==> src/rtl/i2c_watch_pkg.sv <==
package i2c_watch_pkg;

  localparam int unsigned LINE_CNT = 2;
  localparam int unsigned SCL_IDX  = 0;
  localparam int unsigned SDA_IDX  = 1;

  typedef enum logic [1:0] {
    COND_NONE  = 2'd0,
    COND_START = 2'd1,
    COND_STOP  = 2'd2
  } bus_cond_e;

  typedef struct packed {
    logic busy;
    logic released;
  } bus_state_t;

endpackage

==> src/rtl/i2c_rst_sync.sv <==
module i2c_rst_sync #(
  parameter int unsigned STAGES = 2
) (
  input  logic clk,
  input  logic rst_n,
  output logic rst_sync_n
);

  localparam int unsigned LAST = STAGES - 1;

  logic [LAST:0] chain_q;
  logic [LAST:0] chain_d;

  always_comb begin
    chain_d = {chain_q[LAST:0], 1'b1};
    chain_d = chain_d[LAST:0];
  end

  always_ff @(posedge clk or negedge rst_n) begin
    if (!rst_n) begin
      chain_q <= '0;
    end else begin
      chain_q <= chain_d;
    end
  end

  assign rst_sync_n = chain_q[LAST];

endmodule

==> src/rtl/i2c_line_sync.sv <==
module i2c_line_sync #(
  parameter int unsigned WIDTH  = 2,
  parameter int unsigned STAGES = 2
) (
  input  logic             clk,
  input  logic             rst_n,
  input  logic [WIDTH-1:0] raw_i,
  output logic [WIDTH-1:0] sync_o
);

  localparam int unsigned LAST = STAGES - 1;

  logic [WIDTH-1:0] stage_q [STAGES];
  logic [WIDTH-1:0] stage_d [STAGES];

  genvar g;
  generate
    for (g = 0; g < STAGES; g++) begin : g_stage
      if (g == 0) begin : g_first
        always_comb stage_d[g] = raw_i;
      end else begin : g_rest
        always_comb stage_d[g] = stage_q[g-1];
      end

      // Idle bus level is high on both lines.
      always_ff @(posedge clk or negedge rst_n) begin
        if (!rst_n) begin
          stage_q[g] <= '1;
        end else begin
          stage_q[g] <= stage_d[g];
        end
      end
    end
  endgenerate

  assign sync_o = stage_q[LAST];

endmodule

==> src/rtl/i2c_cond_detect.sv <==
module i2c_cond_detect
  import i2c_watch_pkg::*;
(
  input  logic      clk,
  input  logic      rst_n,
  input  logic      scl_s,
  input  logic      sda_s,
  output bus_cond_e cond_o
);

  logic scl_prev_q, sda_prev_q;
  logic scl_prev_d, sda_prev_d;
  logic scl_held;
  logic sda_fell, sda_rose;

  always_comb begin
    scl_prev_d = scl_s;
    sda_prev_d = sda_s;
  end

  always_ff @(posedge clk or negedge rst_n) begin
    if (!rst_n) begin
      scl_prev_q <= 1'b1;
      sda_prev_q <= 1'b1;
    end else begin
      scl_prev_q <= scl_prev_d;
      sda_prev_q <= sda_prev_d;
    end
  end

  always_comb begin
    scl_held = scl_prev_q & scl_s;
    sda_fell = sda_prev_q & ~sda_s;
    sda_rose = ~sda_prev_q & sda_s;
    cond_o   = COND_NONE;
    if (scl_held && sda_fell) begin
      cond_o = COND_START;
    end else if (scl_held && sda_rose) begin
      cond_o = COND_STOP;
    end
  end

  // a clock that is low, now or one cycle ago, never frames a condition
  a_r4_no_cond_scl_low : assert property (@(posedge clk) disable iff (!rst_n)
    (!scl_s || !scl_prev_q) |-> (cond_o == COND_NONE));

endmodule

==> src/rtl/i2c_bus_status.sv <==
module i2c_bus_status
  import i2c_watch_pkg::*;
(
  input  logic      clk,
  input  logic      rst_n,
  input  logic      mon_en_i,
  input  logic      irq_en_i,
  input  bus_cond_e cond_i,
  output logic      busy_o,
  output logic      released_o,
  output logic      bus_free_o,
  output logic      stop_irq_o
);

  bus_state_t st_q, st_d;
  logic       irq_q, irq_d;

  always_comb begin
    st_d  = st_q;
    irq_d = 1'b0;
    if (!mon_en_i) begin
      st_d = '0;
    end else begin
      unique case (cond_i)
        COND_START: begin
          st_d.busy     = 1'b1;
          st_d.released = 1'b0;
        end
        COND_STOP: begin
          irq_d         = irq_en_i & st_q.busy;
          st_d.busy     = 1'b0;
          st_d.released = 1'b1;
        end
        default: ;
      endcase
    end
  end

  always_ff @(posedge clk or negedge rst_n) begin
    if (!rst_n) begin
      st_q  <= '0;
      irq_q <= 1'b0;
    end else begin
      st_q  <= st_d;
      irq_q <= irq_d;
    end
  end

  assign busy_o     = st_q.busy;
  assign released_o = st_q.released;
  assign bus_free_o = st_q.released | ~(st_q.busy | st_q.released);
  assign stop_irq_o = irq_q;


  a_r10_exclusive : assert property (@(posedge clk) disable iff (!rst_n)
    !(busy_o && released_o));

  a_r5_disable_clears : assert property (@(posedge clk) disable iff (!rst_n)
    !mon_en_i |=> (!busy_o && !released_o));

  a_r2_start_sets_busy : assert property (@(posedge clk) disable iff (!rst_n)
    (mon_en_i && cond_i == COND_START) |=> (busy_o && !released_o));

  a_r3_stop_sets_released : assert property (@(posedge clk) disable iff (!rst_n)
    (mon_en_i && cond_i == COND_STOP) |=> (released_o && !busy_o));

  a_r6_irq_with_stop : assert property (@(posedge clk) disable iff (!rst_n)
    stop_irq_o |-> (released_o && $past(busy_o)));

  a_r6_irq_single : assert property (@(posedge clk) disable iff (!rst_n)
    stop_irq_o |=> !stop_irq_o);

  a_r7_masked_no_irq : assert property (@(posedge clk) disable iff (!rst_n)
    !irq_en_i |=> !stop_irq_o);

endmodule

==> src/rtl/i2c_bus_watch.sv <==
module i2c_bus_watch
  import i2c_watch_pkg::*;
#(
  parameter int unsigned SYNC_STAGES = 2,
  parameter int unsigned RST_STAGES  = 2
) (
  input  logic clk,
  input  logic rst_n,
  input  logic scl_i,
  input  logic sda_i,
  input  logic mon_en_i,
  input  logic irq_en_i,
  output logic busy_o,
  output logic released_o,
  output logic bus_free_o,
  output logic stop_irq_o
);

  logic                rst_core_n;
  logic [LINE_CNT-1:0] raw_lines;
  logic [LINE_CNT-1:0] sync_lines;
  bus_cond_e           cond;

  always_comb begin
    raw_lines          = '1;
    raw_lines[SCL_IDX] = scl_i;
    raw_lines[SDA_IDX] = sda_i;
  end

  i2c_rst_sync #(.STAGES(RST_STAGES)) u_rst (
    .clk        (clk),
    .rst_n      (rst_n),
    .rst_sync_n (rst_core_n)
  );

  i2c_line_sync #(.WIDTH(LINE_CNT), .STAGES(SYNC_STAGES)) u_sync (
    .clk    (clk),
    .rst_n  (rst_core_n),
    .raw_i  (raw_lines),
    .sync_o (sync_lines)
  );

  i2c_cond_detect u_det (
    .clk    (clk),
    .rst_n  (rst_core_n),
    .scl_s  (sync_lines[SCL_IDX]),
    .sda_s  (sync_lines[SDA_IDX]),
    .cond_o (cond)
  );

  i2c_bus_status u_stat (
    .clk        (clk),
    .rst_n      (rst_core_n),
    .mon_en_i   (mon_en_i),
    .irq_en_i   (irq_en_i),
    .cond_i     (cond),
    .busy_o     (busy_o),
    .released_o (released_o),
    .bus_free_o (bus_free_o),
    .stop_irq_o (stop_irq_o)
  );

endmodule

==> config.mk <==
export PLATFORM = sky130hd
export DESIGN_NAME = i2c_bus_watch
export DESIGN_NICKNAME = d
export VERILOG_FILES = /design/src/rtl/i2c_watch_pkg.sv /design/src/rtl/i2c_rst_sync.sv /design/src/rtl/i2c_line_sync.sv /design/src/rtl/i2c_cond_detect.sv /design/src/rtl/i2c_bus_status.sv /design/src/rtl/i2c_bus_watch.sv
export SDC_FILE = /design/constraint.sdc
export NUM_CORES = 1
export LEC_CHECK = 0
export BUFFER_PORTS_ARGS = -buffer_cell sky130_fd_sc_hd__buf_2
export CAP_MARGIN = 20
export CORE_AREA = 2 2 39 41
export CTS_BUF_LIST = sky130_fd_sc_hd__clkbuf_4
export DETAILED_ROUTE_END_ITERATION = 8
export DIE_AREA = 0 0 41 43
export PLACE_DENSITY = 0.62
export SLEW_MARGIN = 10
export SYNTH_ARGS = -nofsm -noshare
export SYNTH_HDL_FRONTEND = slang
export SYNTH_SLANG_ARGS = --single-unit
==> constraint.sdc <==
create_clock -name clk -period 0.8 [get_ports clk]
set_input_delay 0.12 -clock clk [delete_from_list [all_inputs] [get_ports clk]]
set_output_delay 0.12 -clock clk [all_outputs]
set_load 0.02 [all_outputs]
======== After elaboration in Yosys (flattened, before gate mapping) ========
Cells that the tools add are included.
word-level totals
  flip-flop bits (word level) ............. 11
  bits in latches ......................... 0
  bits in writable memories ............... 0
  ROM bits ................................ 0
  input bits .............................. 6
  output and inout port bits .............. 4
  memories ................................ 0
cells by class
  $add $sub $neg .......................... 0
  multiply operators ...................... 0
  divide/modulo/power cells ............... 0
  $lt $le $gt $ge ......................... 0
  equal/unequal tests ..................... 3
  shifts and indexed selects .............. 0
  muxes and demuxes ....................... 6
  bitwise gates (word level) .............. 9
  reduce and logical (&&, ||, !) cells .... 2
operator list
  cell                                                    count
  two-way mux 2 bit                                       3
  bitwise AND 1 bit                                       4
  case mux 2 bit (2 select lines)                         1
  inequality test 3 x 1 -> 1 bit (second input constant)  1
  NOT 1 bit                                               3
  == test 2 x 1 -> 1 bit (second input constant)          1
  == test 2 bit (second input constant)                   1
  logical AND 1 bit                                       2
  two-way mux 1 bit                                       2
  bitwise OR 1 bit                                        2

======== Depth between registers and ports, before layout ========
Gate-level depths: netlist of run 1.
  depth in word-level cells ............... 8
  gate-level depth with buffers ........... 2
  mapped depth without buffers ............ 2

======== By module ========
Synthesis of run 1 repeated with hierarchy kept, for this count alone.
unflattened totals
  cells, all modules ...................... 24
  area, all modules ....................... 364.1 sq um
modules (own cells, without submodules)
  module           instances  cells each  area an instance (sq um)  seq. area each (sq um)
  i2c_bus_status   1          13          132.6                     75.1
  i2c_line_sync    1          4           105.1                     105.1
  i2c_cond_detect  1          4           72.6                      52.6
  i2c_rst_sync     1          3           53.8                      50.0

======== Least setup slack after synthesis of run 1 ========
OpenSTA, ideal clock, no wires.
  path type ............................... reg2reg
  start ................................... register, netlist name u_stat.released_o
  end ..................................... register u_stat.st_q, in the netlist u_stat.released_o
  data arrival time ....................... 0.860 ns
  required time ........................... 0.716 ns
  slack ................................... -0.143 ns
  stages on the path, launching flop included .. 3
  buffers on the path ..................... 0
  cells stage by stage .................... dfrtp_1 -> a21bo_1 -> a41oi_2
RTL lines
  element               line                  text
  to (signal assigned)  i2c_bus_status.sv:44  st_q <= st_d;
  to (decl)             i2c_bus_status.sv:15  bus_state_t st_q, st_d;

======== Worst setup path in the final report of run 1 ========
  start ................................... register u_stat.st_q, in the netlist u_stat.released_o
  end ..................................... output bus_free_o
between the ends
  word-level cells in the longest chain between the ends .. 3
ends and longest elaborated chain
  element               line                  text
  bitwise OR 1 bit      i2c_bus_status.sv:51  assign bus_free_o = st_q.released | ~(st_q.busy | st_q.released);
  NOT 1 bit             i2c_bus_status.sv:51
  bitwise OR 1 bit (*)  i2c_bus_status.sv:51
  to (decl)             i2c_bus_watch.sv:15   output logic bus_free_o,
Every way passes the cells marked *; elsewhere a longest branch is shown, timed or not.

==> impl_metrics.env, run 1 <==
export IMPL_regArea_sq_um=285
export IMPL_grt_pass1_vias=261
export IMPL_die_h_um=43
export IMPL_drt_wl_total_um=589
export IMPL_vias=264
export IMPL_grt_start_max_net_pins=10
export IMPL_regToRegSetupSlack_ns=-0.16
export IMPL_max_clock_freq_mhz=958
export IMPL_synth_top_cell_by_area="dfstp_2"
export IMPL_slowest_stage="dfrtp_2"
export IMPL_period_share=1.30
export IMPL_startpoint="u_stat.released_o"
export IMPL_critPathLaunchType="flip-flop"
export IMPL_ys_warn_count=0
export IMPL_fin_crit_ns=1.04
export IMPL_synth_nets=31
export IMPL_cp_data_required_time_ns=0.68
export IMPL_crit_arrival_ns=0.92
export IMPL_finalInstanceArea_sq_um=578
export IMPL_leakage_uw=0.000249
export IMPL_yosys_top_cells_area="dfstp_2 41%, dfrtp_1 32%, a41oi_2 4.2%"
export IMPL_first_pass_iters=2
export IMPL_first_iter_violations=1
export IMPL_port_buffers=9
export IMPL_reg2reg_to="u_stat.released_o"
export IMPL_holdWs_ns=0.105
export IMPL_die_width_um=41
export IMPL_yosysMostFrequentCell="dfstp_2"
export IMPL_pin_count=10
export IMPL_place_gp_congestion=0.665
export IMPL_worst_path_stages=2
export IMPL_layout_setup_ws_ns=-0.244
export IMPL_critPathCaptureType="output pin"
export IMPL_rsz0062_at_grt="true"
export IMPL_critPathKind="reg -> out"
export IMPL_peakVddDrop_v=0.00123
export IMPL_synth_edf_count=0
export IMPL_synth_avg_cell_area_sq_um=15.5
export IMPL_path_clk_slew_ns=0.07
export IMPL_n_fill_cell=138
export IMPL_synth_seq_area_share=0.731
export IMPL_hp_class="in -> reg"
export IMPL_diodes=0
export IMPL_grt_pass1_wl_um=1000
export IMPL_hold_viol=0
export IMPL_synth_top_cell_area_share=0.408
export IMPL_crit_buf_inv=1
export IMPL_num_rows=14
export IMPL_area_growth_pct=49.5
export IMPL_finalClockSkew_ns=0.000463
export IMPL_layout_drive_gt1_share=0.659
export IMPL_dieArea_sq_mm=0.00176
export IMPL_reg2reg_depth=3
export IMPL_outcome="complete, but fails checks"
export IMPL_synthCells=25
export IMPL_multiInputGateArea_sq_um=123
export IMPL_finalSetupViolCount=7
export IMPL_clk_latency_ns=0.26
export IMPL_cpLargestDelayFamily="flip-flops"
export IMPL_root_buffer="clkbuf_4"
export IMPL_synth_seq_cells=11
export IMPL_final_max_slew_violation_count=0
export IMPL_clock_sinks=11
export IMPL_grt_usage=0.0866
export IMPL_violations="negative setup slack"
export IMPL_p_total_uw=1160
export IMPL_synth_common_cells="6 x dfstp_2, 5 x dfrtp_1, 2 x nand2_1"
export IMPL_clk_path_buf_depth=2
export IMPL_viasPerCell=4.40
export IMPL_dp_slack_ns=-0.133
export IMPL_core_sq_mm=0.00138
export IMPL_crit_fanout=3
export IMPL_yosys_cell_types_count=15
export IMPL_fin_nets=51
export IMPL_crit_end="bus_free_o"
export IMPL_cts_max_level=1
export IMPL_cts_inserted_buffers=3
export IMPL_synth_flop_cell="dfstp_2"
export IMPL_cellPowerDensity_mw_per_mm2=2000
export IMPL_synth_area_sq_um=387
export IMPL_async_flop_share=1.00
export IMPL_ant_nets=0
export IMPL_path_cells="nand2b_4 > buf_6"
export IMPL_wl_per_cell_um=9.82
export IMPL_antenna_found_initial=0
export IMPL_hpwlAfterDp_um=396
export IMPL_max_stage_delay_ns=0.41
export IMPL_cts_tree="built"
export IMPL_start_util=0.279
export IMPL_cap_violations=0
export IMPL_final_util=0.418
export IMPL_drc=0
export IMPL_gr_total_overflow=0
export IMPL_reg2reg_from="u_stat.released_o"
export IMPL_place_area_sq_um=460
[where the power goes]
| part | internal (uW) | switching, uW | total, uW |
|---|---|---|---|
| clock network | 226 | 169 | 396 |
| logic | 79.3 | 50.4 | 130 |
| registers | 600 | 33.3 | 633 |
[worst reg2reg max path, cell delays in order (launching register included)]
cell and delay, ns:
dfrtp_2 0.41, buf_4 0.14, a21bo_1 0.18, a41oi_2 0.11
[sequential cells by signal, summed over array words and instances (netlist names)]
signal	count
u_stat.busy_o	1
u_rst.chain_q	2
u_sync.sync_o	2
u_det.scl_prev_q	1
u_det.sda_prev_q	1
u_stat.stop_irq_o	1
u_stat.released_o	1
u_sync.stage_d	2
[cells by family after synthesis]
| logic type | synth area share |
|---|---|
| flip-flops | 0.731 |
| AND/OR/NAND/NOR | 0.123 |
| AO/OA/AOI/OAI | 0.126 |
| buffers and inverters | 0.00970 |
| other | 0.00970 |
[cell type report]
| type | count | area share |
|---|---|---|
| sequential | 11 | 0.494 |
| multi-input combinational | 13 | 0.212 |
| timing repair buffer | 15 | 0.201 |
| clock buffer | 4 | 0.0519 |
| tap | 16 | 0.0346 |
| inverter | 1 | 0.00649 |
[stage by stage]
step / TNS [ns] / cells
floorplan: -0.226 / 25
global placement: -0.302 / 51
detailed placement: -0.339 / 51
CTS: -1.09 / 60
global route: -1.36 / 60
finish: -1.05 / 60
[cell usage in the layout (no fill, tap or decap), types with 2 or more instances in the layout]
master	count
buf_2	6
buf_4	3
dfstp_2	6
buf_6	3
dfrtp_1	3
dfrtp_2	2
clkbuf_4	4
dlygate4sd3_1	3
nand2_1	2
[how the worst min path moves through the flow]
stage	startpoint	end	slack [ns]	depth (start not counted)
4_1_cts	irq_en_i	u_stat.stop_irq_o	0.09	3
3_3_place_gp	rst_n	u_rst.chain_q[1]	-0.09	1
2_1_floorplan	rst_n	u_rst.chain_q[0]	-0.18	0
3_5_place_dp	rst_n	u_rst.chain_q[1]	-0.09	1
6_report	irq_en_i	u_stat.stop_irq_o	0.11	3
5_1_grt	irq_en_i	u_stat.stop_irq_o	0.09	3
[timing repair]
action	4_1_cts	5_1_grt
gates resized for setup	9	1
pin swaps	1	0
hold buffers	3	0
endpoints found under the setup margin	7	7
gates cloned	0	0
setup buffers	2	0
hold endpoints to repair	4	0
[metal layers]
| layer | global-route usage | vias to the layer above | wire (um) |
|---|---|---|---|
| met4 | 0.0400 | 0 | 0 |
| met5 | 0 | - | 0 |
| met3 | 0.0471 | 0 | 46 |
| met2 | 0.131 | 9 | 286 |
| met1 | 0.0946 | 132 | 257 |
| li1 | - | 123 | - |
(Power assumes the default switching activity.)
==> run 2, diff against run 1 <==
BUFFER_PORTS_ARGS = -buffer_cell sky130_fd_sc_hd__buf_4   (was -buffer_cell sky130_fd_sc_hd__buf_2)
==> impl_metrics.env, run 2 (same netlist as run 1, synthesis figures left out) <==
export IMPL_clk_path_buf_depth=2
export IMPL_cap_violations=0
export IMPL_crit_arrival_ns=0.94
export IMPL_crit_buf_inv=1
export IMPL_cts_inserted_buffers=3
export IMPL_critPathKind="reg -> out"
export IMPL_diodes=0
export IMPL_ant_nets=0
export IMPL_area_growth_pct=53.1
export IMPL_gr_total_overflow=0
export IMPL_viasPerCell=4.31
export IMPL_dp_slack_ns=-0.158
export IMPL_antenna_found_initial=0
export IMPL_die_h_um=43
export IMPL_final_common_cell="buf_4"
export IMPL_cp_data_required_time_ns=0.68
export IMPL_final_cell_mix="10 x buf_4, 6 x dfstp_2, 4 x clkbuf_4"
export IMPL_internal_power_uw=918
export IMPL_holdPathStages=3
export IMPL_crit_fanout=4
export IMPL_pwr_share_clk=0.335
export IMPL_path_cells="nand2b_4 > buf_6"
export IMPL_p_comb_frac=0.124
export IMPL_finalClockSkew_ns=0.000719
export IMPL_slowest_stage="dfrtp_2"
export IMPL_outcome="complete, but fails checks"
export IMPL_p_total_uw=1170
export IMPL_cts_tree="built"
export IMPL_layout_drive_gt1_share=0.667
export IMPL_cts_max_level=1
export IMPL_num_rows=14
export IMPL_reg2reg_from="u_stat.released_o"
export IMPL_first_iter_violations=0
export IMPL_final_max_slew_violation_count=0
export IMPL_regToRegSetupSlack_ns=-0.19
export IMPL_place_gp_congestion=0.633
export IMPL_dieArea_sq_mm=0.00176
export IMPL_layout_setup_ws_ns=-0.258
export IMPL_vias=263
export IMPL_pin_count=10
export IMPL_fin_crit_ns=1.06
export IMPL_critPathLaunchType="flip-flop"
export IMPL_clock_sinks=11
export IMPL_fin_nets=52
export IMPL_n_fill_cell=138
export IMPL_finalSetupViolCount=7
export IMPL_cpLargestDelayFamily="flip-flops"
export IMPL_switching_power_uw=247
export IMPL_hp_start="irq_en_i"
export IMPL_max_clock_freq_mhz=945
export IMPL_holdPathEnd="u_stat.stop_irq_o"
export IMPL_reg2reg_to="u_stat.released_o"
export IMPL_port_buffers=9
export IMPL_swShare=0.212
export IMPL_hpwlAfterDp_um=449
export IMPL_wl_per_cell_um=10.1
export IMPL_fin_setup_tns_ns=-1.09
export IMPL_fin_cells=61
export IMPL_drt_wl_total_um=616
export IMPL_dp_cells=51
export IMPL_grt_start_max_net_pins=10
export IMPL_drc=0
export IMPL_final_util=0.428
export IMPL_grt_pass1_wl_um=1140
export IMPL_grt_pass1_vias=295
export IMPL_first_pass_iters=1
export IMPL_critPathCaptureType="output pin"
export IMPL_root_buffer="clkbuf_4"
export IMPL_leakage_uw=0.000258
export IMPL_path_clk_slew_ns=0.06
export IMPL_violations="negative setup slack"
export IMPL_hold_viol=0
export IMPL_power_frac_seq=0.541
export IMPL_period_share=1.32
export IMPL_reg2reg_depth=3
export IMPL_core_sq_mm=0.00138
export IMPL_peakVddDrop_v=0.000967
export IMPL_start_util=0.279
export IMPL_hp_class="in -> reg"
export IMPL_die_width_um=41
export IMPL_rsz0062_at_grt="true"
export IMPL_grt_usage=0.0985
export IMPL_cellPowerDensity_mw_per_mm2=1970
export IMPL_max_stage_delay_ns=0.42
export IMPL_clk_latency_ns=0.26
-- run 2: cell count changes in the layout (fill, tap and decap cells not counted), sizes merged --
cell	before	now
buf	12	13
-- run 2: per-layer routing --
layer,vias to the layer above,GRT usage,share of wire
met5,-,0,0
met1,128,0.107,0.40
li1,126,-,-
met2,9,0.156,0.52
met3,0,0.0314,0.081
met4,0,0.0600,0
-- run 2: tightest hold or removal path, delay by kind of cell --
family                 cells  cell delay, ns
buffers and inverters      1            0.11
and+or+nand+nor            2            0.11
-- run 2: power by group through the flow --
| stage | registers [uW] | logic [uW] | clock network, uW |
|---|---|---|---|
| 6_report | 631 | 145 | 390 |
| 3_5_place_dp | 640 | 99.4 | 0 |
| 4_1_cts | 633 | 146 | 419 |
| 2_1_floorplan | 643 | 39.3 | 0 |
| 3_3_place_gp | 638 | 96.6 | 0 |
| 5_1_grt | 637 | 158 | 451 |
-- run 2: layout make-up --
type / instances / area (sq um) / share of cell area
Clock buffer: 4 / 30.0 / 0.0507
Multi-Input combinational cell: 13 / 114 / 0.192
Sequential cell: 11 / 285 / 0.482
Tap cell: 16 / 20.0 / 0.0338
Inverter: 1 / 3.75 / 0.00634
Timing Repair Buffer: 16 / 139 / 0.235
-- run 2: what timing repair did --
item,in CTS,in global routing
setup buffers,3,0
hold buffers,3,0
pin swaps,1,0
endpoints found under the hold margin,4,0
gates resized for setup,6,0
endpoints found under the setup margin,7,7
-- run 2: worst max-delay path by stage --
stage | depth (start not counted) | from | endpoint
after global placement | 2 | u_sync.sync_o[0] | u_stat.busy_o
after detailed placement | 2 | u_sync.sync_o[0] | u_stat.released_o
after CTS | 2 | u_stat.released_o | bus_free_o
after floorplan | 2 | u_sync.sync_o[0] | u_stat.busy_o
final | 2 | u_stat.released_o | bus_free_o
after global routing | 2 | u_stat.released_o | bus_free_o
-- run 2: per-stage QoR --
stage / area (sq um) / hold WS (ns)
final: 592 / 0.114
after global routing: 592 / 0.108
after CTS: 592 / 0.105
after detailed placement: 483 / -0.0965
after global placement: 483 / -0.0980
after floorplan: 388 / -0.176
